--- config.mk ---
export PLATFORM = sky130hd
export DESIGN_NAME = dacctl_seq
export DESIGN_NICKNAME = d
export VERILOG_FILES = /design/src/rtl/dacctl_pkg.sv /design/src/rtl/dacctl_script.sv /design/src/rtl/dacctl_pause.sv /design/src/rtl/dacctl_xfer.sv /design/src/rtl/dacctl_seq.sv
export SDC_FILE = /design/constraint.sdc
export NUM_CORES = 1
export LEC_CHECK = 0
export BUFFER_PORTS_ARGS = -buffer_cell sky130_fd_sc_hd__buf_4
export CAP_MARGIN = 20
export CORE_UTILIZATION = 54
export CTS_CLUSTER_SIZE = 8
export DETAILED_ROUTE_END_ITERATION = 8
export PLACE_DENSITY_LB_ADDON = 0.05
export SKIP_CTS_REPAIR_TIMING = 1
export SLEW_MARGIN = 20
export SYNTH_ARGS = -nofsm -noshare
export SYNTH_HDL_FRONTEND = slang
export SYNTH_SLANG_ARGS = --single-unit
--- constraint.sdc ---
create_clock -name clk -period 4.1 [get_ports clk]
set_clock_uncertainty 0.1 [all_clocks]
set_input_delay 0.82 -clock clk [delete_from_list [all_inputs] [get_ports clk]]
set_output_delay 0.82 -clock clk [all_outputs]
set_load 0.01 [all_outputs]
--- src/rtl/dacctl_pkg.sv ---
package dacctl_pkg;

    localparam int NUM_CMDS = 5;
    localparam int PTR_W    = 5;
    localparam logic [7:0] TABLE_END = 8'hFF;

    typedef enum logic [1:0] {
        OP_START = 2'd0,
        OP_WRITE = 2'd1,
        OP_READ  = 2'd2,
        OP_STOP  = 2'd3
    } i2c_op_e;

    typedef enum logic [1:0] {
        SQ_PROBE,
        SQ_RUN,
        SQ_WAIT,
        SQ_IDLE
    } seq_state_e;

    typedef struct packed {
        logic       pause;
        logic [7:0] ridx;
        logic [7:0] val;
    } seq_step_t;

    // First script slot of each command, indexed by request bit
    function automatic logic [PTR_W-1:0] cmd_entry(input int idx);
        case (idx)
            0:       return 5'd6;
            1:       return 5'd8;
            2:       return 5'd10;
            3:       return 5'd12;
            default: return 5'd17;
        endcase
    endfunction

endpackage

--- src/rtl/dacctl_script.sv ---
module dacctl_script
    import dacctl_pkg::*;
(
    input  logic [PTR_W-1:0] ptr_i,
    output seq_step_t        step_o
);

    function automatic seq_step_t wr(input logic [7:0] r, input logic [7:0] v);
        return '{pause: 1'b0, ridx: r, val: v};
    endfunction

    localparam seq_step_t PAUSE_STEP = '{pause: 1'b1, ridx: TABLE_END, val: 8'h00};

    always_comb begin
        case (ptr_i)
            // start-up script
            5'd0:  step_o = wr(8'h00, 8'h00);
            5'd1:  step_o = wr(8'h02, 8'h10);
            5'd2:  step_o = wr(8'h0D, 8'h10);
            5'd3:  step_o = wr(8'h25, 8'h08);
            5'd4:  step_o = wr(8'h02, 8'h00);
            // active
            5'd6:  step_o = wr(8'h02, 8'h00);
            // standby
            5'd8:  step_o = wr(8'h02, 8'h10);
            // power-down
            5'd10: step_o = wr(8'h02, 8'h01);
            // analogue on
            5'd12: step_o = wr(8'h02, 8'h10);
            5'd13: step_o = PAUSE_STEP;
            5'd14: step_o = wr(8'h2E, 8'h01);
            5'd15: step_o = wr(8'h02, 8'h00);
            // analogue off
            5'd17: step_o = wr(8'h02, 8'h10);
            5'd18: step_o = PAUSE_STEP;
            5'd19: step_o = wr(8'h2E, 8'h00);
            5'd20: step_o = wr(8'h02, 8'h00);
            default: step_o = wr(TABLE_END, 8'h00);
        endcase
    end

endmodule

--- src/rtl/dacctl_pause.sv ---
module dacctl_pause #(
    parameter int unsigned TICKS = 5000000
) (
    input  logic clk,
    input  logic rst,
    input  logic load_i,
    output logic done_o
);

    localparam int CNT_W = $clog2(TICKS + 1);

    logic [CNT_W-1:0] cnt_d, cnt_q;

    always_comb begin
        cnt_d = cnt_q;
        if (load_i)
            cnt_d = CNT_W'(TICKS);
        else if (cnt_q != '0)
            cnt_d = cnt_q - 1'b1;
    end

    always_ff @(posedge clk) begin
        if (rst) cnt_q <= '0;
        else     cnt_q <= cnt_d;
    end

    assign done_o = (cnt_q == CNT_W'(1));

endmodule

--- src/rtl/dacctl_xfer.sv ---
module dacctl_xfer
    import dacctl_pkg::*;
(
    input  logic       clk,
    input  logic       rst,
    input  logic       start_i,
    input  logic       probe_i,
    input  logic [7:0] dev_i,
    input  logic [7:0] ridx_i,
    input  logic [7:0] val_i,
    output logic       op_valid_o,
    output logic [1:0] op_kind_o,
    output logic [7:0] op_byte_o,
    input  logic       op_done_i,
    input  logic       op_nack_i,
    output logic       busy_o,
    output logic       done_o,
    output logic       nacked_o
);

    typedef struct packed {
        logic       active;
        logic       probe;
        logic [2:0] step;
        logic       nacked;
        logic [7:0] dev;
        logic [7:0] ridx;
        logic [7:0] val;
    } xfer_t;

    xfer_t   d, q;
    i2c_op_e cur_kind;
    logic [7:0] cur_byte;
    logic [2:0] stop_step;

    always_comb begin
        cur_kind = OP_STOP;
        cur_byte = 8'h00;
        if (q.probe) begin
            case (q.step)
                3'd0: cur_kind = OP_START;
                3'd1: begin cur_kind = OP_WRITE; cur_byte = {q.dev[7:1], 1'b0}; end
                3'd2: begin cur_kind = OP_WRITE; cur_byte = 8'h00; end
                3'd3: cur_kind = OP_START;
                3'd4: begin cur_kind = OP_WRITE; cur_byte = {q.dev[7:1], 1'b1}; end
                3'd5: cur_kind = OP_READ;
                default: cur_kind = OP_STOP;
            endcase
        end else begin
            case (q.step)
                3'd0: cur_kind = OP_START;
                3'd1: begin cur_kind = OP_WRITE; cur_byte = {q.dev[7:1], 1'b0}; end
                3'd2: begin cur_kind = OP_WRITE; cur_byte = q.ridx; end
                3'd3: begin cur_kind = OP_WRITE; cur_byte = q.val; end
                default: cur_kind = OP_STOP;
            endcase
        end
        stop_step = q.probe ? 3'd6 : 3'd4;

        d = q;
        if (!q.active) begin
            if (start_i) begin
                d.active = 1'b1;
                d.probe  = probe_i;
                d.step   = 3'd0;
                d.nacked = 1'b0;
                d.dev    = dev_i;
                d.ridx   = ridx_i;
                d.val    = val_i;
            end
        end else if (op_done_i) begin
            if (cur_kind == OP_STOP) begin
                d.active = 1'b0;
            end else if (cur_kind == OP_WRITE && op_nack_i) begin
                d.step   = stop_step;
                d.nacked = 1'b1;
            end else begin
                d.step = q.step + 3'd1;
            end
        end
    end

    always_ff @(posedge clk) begin
        if (rst) q <= '0;
        else     q <= d;
    end

    assign op_valid_o = q.active;
    assign op_kind_o  = cur_kind;
    assign op_byte_o  = cur_byte;
    assign busy_o     = q.active;
    assign done_o     = q.active && op_done_i && (cur_kind == OP_STOP);
    assign nacked_o   = q.nacked;

endmodule

--- src/rtl/dacctl_seq.sv ---
module dacctl_seq
    import dacctl_pkg::*;
#(
    parameter int unsigned CYC_PER_MS  = 100000,
    parameter int unsigned PAUSE_MS    = 50,
    parameter logic [7:0]  ADDR_FIRST  = 8'h90,
    parameter logic [7:0]  ADDR_SECOND = 8'h98
) (
    input  logic                clk,
    input  logic                rst,
    input  logic [NUM_CMDS-1:0] cmd_req_i,
    output logic                cmd_ack_o,
    output logic                busy_o,
    output logic                error_o,
    output logic [7:0]          dev_addr_o,
    output logic                i2c_op_valid_o,
    output logic [1:0]          i2c_op_o,
    output logic [7:0]          i2c_byte_o,
    input  logic                i2c_done_i,
    input  logic                i2c_nack_i
);

    localparam int unsigned PAUSE_TICKS = CYC_PER_MS * PAUSE_MS;

    typedef struct packed {
        seq_state_e       state;
        logic [PTR_W-1:0] ptr;
        logic             pidx;
        logic [7:0]       dev;
        logic             err;
        logic             ack;
    } seq_t;

    seq_t d, q;

    seq_step_t        step;
    logic             step_end;
    logic             x_start, x_probe, x_busy, x_done, x_nacked;
    logic [7:0]       x_dev, cand;
    logic             tmr_load, tmr_done;
    logic             req_ok;
    logic [PTR_W-1:0] sel_base;

    dacctl_script u_script (
        .ptr_i  (q.ptr),
        .step_o (step)
    );

    dacctl_xfer u_xfer (
        .clk        (clk),
        .rst        (rst),
        .start_i    (x_start),
        .probe_i    (x_probe),
        .dev_i      (x_dev),
        .ridx_i     (step.ridx),
        .val_i      (step.val),
        .op_valid_o (i2c_op_valid_o),
        .op_kind_o  (i2c_op_o),
        .op_byte_o  (i2c_byte_o),
        .op_done_i  (i2c_done_i),
        .op_nack_i  (i2c_nack_i),
        .busy_o     (x_busy),
        .done_o     (x_done),
        .nacked_o   (x_nacked)
    );

    dacctl_pause #(.TICKS(PAUSE_TICKS)) u_pause (
        .clk    (clk),
        .rst    (rst),
        .load_i (tmr_load),
        .done_o (tmr_done)
    );

    assign step_end = !step.pause && (step.ridx == TABLE_END);
    assign req_ok   = (cmd_req_i != '0) &&
                      ((cmd_req_i & (cmd_req_i - 1'b1)) == '0);

    always_comb begin
        sel_base = '0;
        for (int i = 0; i < NUM_CMDS; i++)
            if (cmd_req_i[i]) sel_base = cmd_entry(i);
    end

    always_comb begin
        d        = q;
        d.ack    = 1'b0;
        cand     = q.pidx ? ADDR_SECOND : ADDR_FIRST;
        x_start  = 1'b0;
        x_probe  = 1'b0;
        x_dev    = q.dev;
        tmr_load = 1'b0;
        case (q.state)
            SQ_PROBE: begin
                x_probe = 1'b1;
                x_dev   = cand;
                x_start = !x_busy;
                if (x_done) begin
                    if (!x_nacked) begin
                        d.dev   = cand;
                        d.ptr   = '0;
                        d.state = SQ_RUN;
                    end else if (!q.pidx) begin
                        d.pidx = 1'b1;
                    end else begin
                        d.err   = 1'b1;
                        d.state = SQ_IDLE;
                    end
                end
            end
            SQ_RUN: begin
                if (x_done) begin
                    d.err = q.err | x_nacked;
                    d.ptr = q.ptr + 1'b1;
                end else if (!x_busy) begin
                    if (step_end) begin
                        d.state = SQ_IDLE;
                    end else if (step.pause) begin
                        tmr_load = 1'b1;
                        d.state  = SQ_WAIT;
                    end else begin
                        x_start = 1'b1;
                    end
                end
            end
            SQ_WAIT: begin
                if (tmr_done) begin
                    d.ptr   = q.ptr + 1'b1;
                    d.state = SQ_RUN;
                end
            end
            default: begin
                if (req_ok) begin
                    d.ack   = 1'b1;
                    d.ptr   = sel_base;
                    d.state = SQ_RUN;
                end
            end
        endcase
    end

    always_ff @(posedge clk) begin
        if (rst) begin
            q.state <= SQ_PROBE;
            q.ptr   <= '0;
            q.pidx  <= 1'b0;
            q.dev   <= 8'h00;
            q.err   <= 1'b0;
            q.ack   <= 1'b0;
        end else begin
            q <= d;
        end
    end

    assign cmd_ack_o  = q.ack;
    assign busy_o     = (q.state != SQ_IDLE);
    assign error_o    = q.err;
    assign dev_addr_o = q.dev;

endmodule

==> qor.csv <==
stage;metric;value;unit
clock_network;clkTransAtPathRegs;0.07;ns
synthesis;synth_top_area_share;0.350;
min_path;min_path_cells;2;
synthesis;syn_area_per_cell;8.30;sq um
synthesis;synthCells;427;
global_routing;grt_pass1_wl;13100;microns
synthesis;synth_xor_xnor_area_share;0.0519;
global_routing;grt_usage;0.236;
synthesis;synth-main-ff-cell;dfxtp_1;
clock_network;clk_path_buf_depth;2;
routing;drt_iter0_markers;132;
flow_run;drv_cap;0;
routing;highest_layer;met4;
routing;met1_length;3880;microns
sta;tightest_slew;0.657;ns
global_routing;grt_overflow_total;0;
routing;routed_wl;7690;microns
clock_network;htreeDepth;3;
final_layout;antenna_cells;0;
clock_network;cts_buffers;9;
clock_network;insertion_delay;0.35;ns
critical_path;worstSetupStartpointType;register;
clock_network;cts_tree;done;
synthesis;yosys.area.top_type;dfxtp_1;
synthesis;synth_adder_area_share;0.0494;
sta;setup_viol;0;
critical_path;required;4.27;ns
synthesis;ys_types;71;
critical_path;reg2reg_depth;13;
sta;layout_setup_ws;0.281;ns
global_routing;grt_max_degree;47;
placed_design;place_hpwl;5530;microns
sta;grt_setup_unrepaired;false;
sta;final.setup.tns;0;ns
synthesis;ys.warnings.count;0;
routing;drc;0;
synthesis;synth-compound-area-share;0.202;
floorplan;rows;29;
floorplan;fp.coreArea;6350;sq um
sta;min_period_over_period;0.932;
sta;max_freq;262;MHz
power;irDropWorstVdd;0.505;mV
final_layout;final_nets;471;
routing;postRouteAntennaNets;0;
synthesis;yosys.area_share.simple;0.237;
run_status;status;finished, final reports clean;
clock_network;cts_root_buf;clkbuf_8;
critical_path;cp-end-kind;register;
critical_path;worst-setup-path-type;register to register;
floorplan;die_x;83.0;microns
routing;wl_per_cell;14.5;microns
placed_design;place_ws;0.279;ns
synthesis;synth_top_family_by_area;simple AND/OR/NAND/NOR gates;
floorplan;start_util;0.558;
synthesis;synth_edf_count;0;
placed_design;gp_congestion;0.870;
routing;via_per_inst;5.79;
routing;wl_met3;291;microns
routing;vias;3070;
floorplan;die_y;83.0;microns
sta;fin_crit;3.82;ns
synthesis;async_reset_ff_frac;0;
floorplan;io_pins;31;
synthesis;synth_area_leaders;dfxtp_1 35%, nor2_1 6.5%, ha_1 4.9%, mux2i_1 4.0%, xnor2_1 3.7%;
power;powerDensity;545;nW/um^2
sta;drv_slew;0;
synthesis;syn_area;3550;sq um
critical_path;crit_arrival;3.99;ns
sta;final-hold-violation-count;0;
power;leakagePower;0.00159;uW
final_layout;layout-drive-gt1-share;0.146;
global_routing;antenna_found_initial;0;
placed_design;portBuffers;25;
routing;met2WireLength;3410;microns
min_path;hold_path_class;register to register;
clock_network;cts_num_sinks;62;
floorplan;fp.dieArea;6890;sq um
global_routing;grt_pass1_vias;2798;
synthesis;synth_seq_area_share;0.350;
sta;max_slew_margin;0.562;
final_layout;area_growth;10.9;%
critical_path;cp_max_fo;8;
synthesis;synth.area.mux_share;0.0395;
synthesis;ys_seq_elements;62;
routing;firstDrtPassIters;4;
## registers in the layout, summed over array words and instances (netlist names)
register and cells:
q 8, dev_addr_o 2, u_xfer.q 15, u_pause.cnt_q 23, error_o 1, u_script.step_o 10, cmd_ack_o 1, u_xfer.nacked_o 1
u_xfer.busy_o 1
## layout by cell type, fill, tap and decap left out, types with 3 or more instances in the layout
| master | Yosys | routed |
|---|---|---|
| ha_1 | 14 | 14 |
| nand2_1 | 28 | 28 |
| xor2_1 | 6 | 6 |
| conb_1 | 1 | 5 |
| and3_1 | 8 | 8 |
| o21ai_0 | 13 | 13 |
| nor4_1 | 8 | 8 |
| nand3_1 | 8 | 8 |
| inv_1 | 25 | 25 |
| xnor2_1 | 15 | 15 |
| and2_1 | 7 | 7 |
| a22oi_1 | 3 | 3 |
| mux2i_1 | 14 | 14 |
| o211ai_1 | 3 | 3 |
| nor2b_1 | 3 | 3 |
| nor2_1 | 61 | 61 |
| a211oi_1 | 6 | 6 |
| o31ai_1 | 3 | 3 |
| nor3_1 | 13 | 13 |
| dfxtp_1 | 62 | 61 |
| nand2b_1 | 7 | 7 |
| a31oi_1 | 5 | 5 |
| o22ai_1 | 4 | 4 |
| o32ai_1 | 3 | 3 |
| a21oi_1 | 25 | 25 |
| buf_4 | 9 | 32 |
| nand4_1 | 6 | 6 |
| o221ai_1 | 4 | 4 |
| clkbuf_8 | 0 | 10 |
| a32oi_1 | 3 | 3 |
## final timing paths
path / from / endpoint / slack [ns]
worst max-delay path: u_xfer.q[25] / u_script.step_o[13] / 0.28
worst min-delay path: u_pause.cnt_q[7] / u_pause.cnt_q[7] / 0.37
worst max register to register: u_xfer.q[25] / u_script.step_o[13] / 0.28
worst min register to register: u_pause.cnt_q[7] / u_pause.cnt_q[7] / 0.37
## cell usage after synthesis (2+ instances only)
library cell and number:
a21o_1 2, a21oi_1 25, a22o_1 2, buf_6 2, o211ai_1 3, clkbuf_1 11, nor4_1 8, nor2_2 2
o221ai_1 4, inv_1 25, buf_2 2, xnor2_1 15, o21ai_0 13, nor3_1 13, o21bai_1 2, o32ai_1 3
nor2_1 61, nand4_1 6, nor2b_1 3, ha_1 14, and3_1 8, nand2_1 28, o31ai_1 3, mux2i_1 14
nand2b_1 7, dfxtp_1 62, a22oi_1 3, or3_1 2, o22ai_1 4, nand3b_1 2, nand3_1 8, a211oi_1 6
xor2_1 6, a32oi_1 3, and2_1 7, a31oi_1 5, buf_4 9
## cell families (layout without fill, tap and decap cells)
logic type	count (synthesis)	after routing
AOI/OAI and AO/OA	97	97
xor gates and xnor gates	21	21
adders and majority gates	14	14
buffers and inverters	51	73
DFF	62	62
muxes	14	14
other	1	5
and+or+nand+nor	167	167
## report_power, final
part / leakage (uW) / total (uW) / switching, uW / internal (uW)
Combinational: 0.000993 / 811 / 436 / 375
Sequential: 0.000505 / 833 / 115 / 718
Clock: 0.0000970 / 497 / 257 / 240
Total: 0.00159 / 2140 / 808 / 1330
## critical path, stage by stage (launching register included)
cell	delay [ns]
dfxtp_1	0.34
ha_1	0.22
ha_1	0.28
or4_4	0.53
a31o_4	0.28
a211oi_2	0.33
mux2i_1	0.19
nor2_1	0.28
inv_1	0.15
ha_1	0.32
inv_1	0.04
o41ai_1	0.41
a31oi_2	0.10
a21oi_1	0.17
## metal layers
layer / global-route usage / vias to the layer above
li1: - / 1558
met1: 0.334 / 1436
met2: 0.355 / 65
met3: 0.0537 / 11
met4: 0.0815 / 0
met5: 0 / -
## layout make-up
type / count / area [sq um]
Inverter: 25 / 93.8
Clock inverter: 6 / 45.0
Tap cell: 77 / 96.3
Timing Repair Buffer: 32 / 240
Multi-Input combinational cell: 318 / 2080
Sequential cell: 62 / 1240
Clock buffer: 10 / 138
Fill cell: 579 / 2420
## per-stage QoR
| stage | hold WS [ns] | instances | utilization | power (uW) | area [sq um] |
|---|---|---|---|---|---|
| 2_1_floorplan | 0.336 | 431 | - | 1480 | 3560 |
| 3_3_place_gp | 0.349 | 514 | 0.590 | 1640 | 3750 |
| 3_5_place_dp | 0.355 | 514 | 0.590 | 1650 | 3750 |
| 4_1_cts | 0.369 | 530 | 0.619 | 2150 | 3930 |
| 5_1_grt | 0.394 | 530 | 0.619 | 2310 | 3930 |
| 6_report | 0.369 | 530 | 0.619 | 2140 | 3930 |
Note: power is estimated with default switching activity, not from simulation.
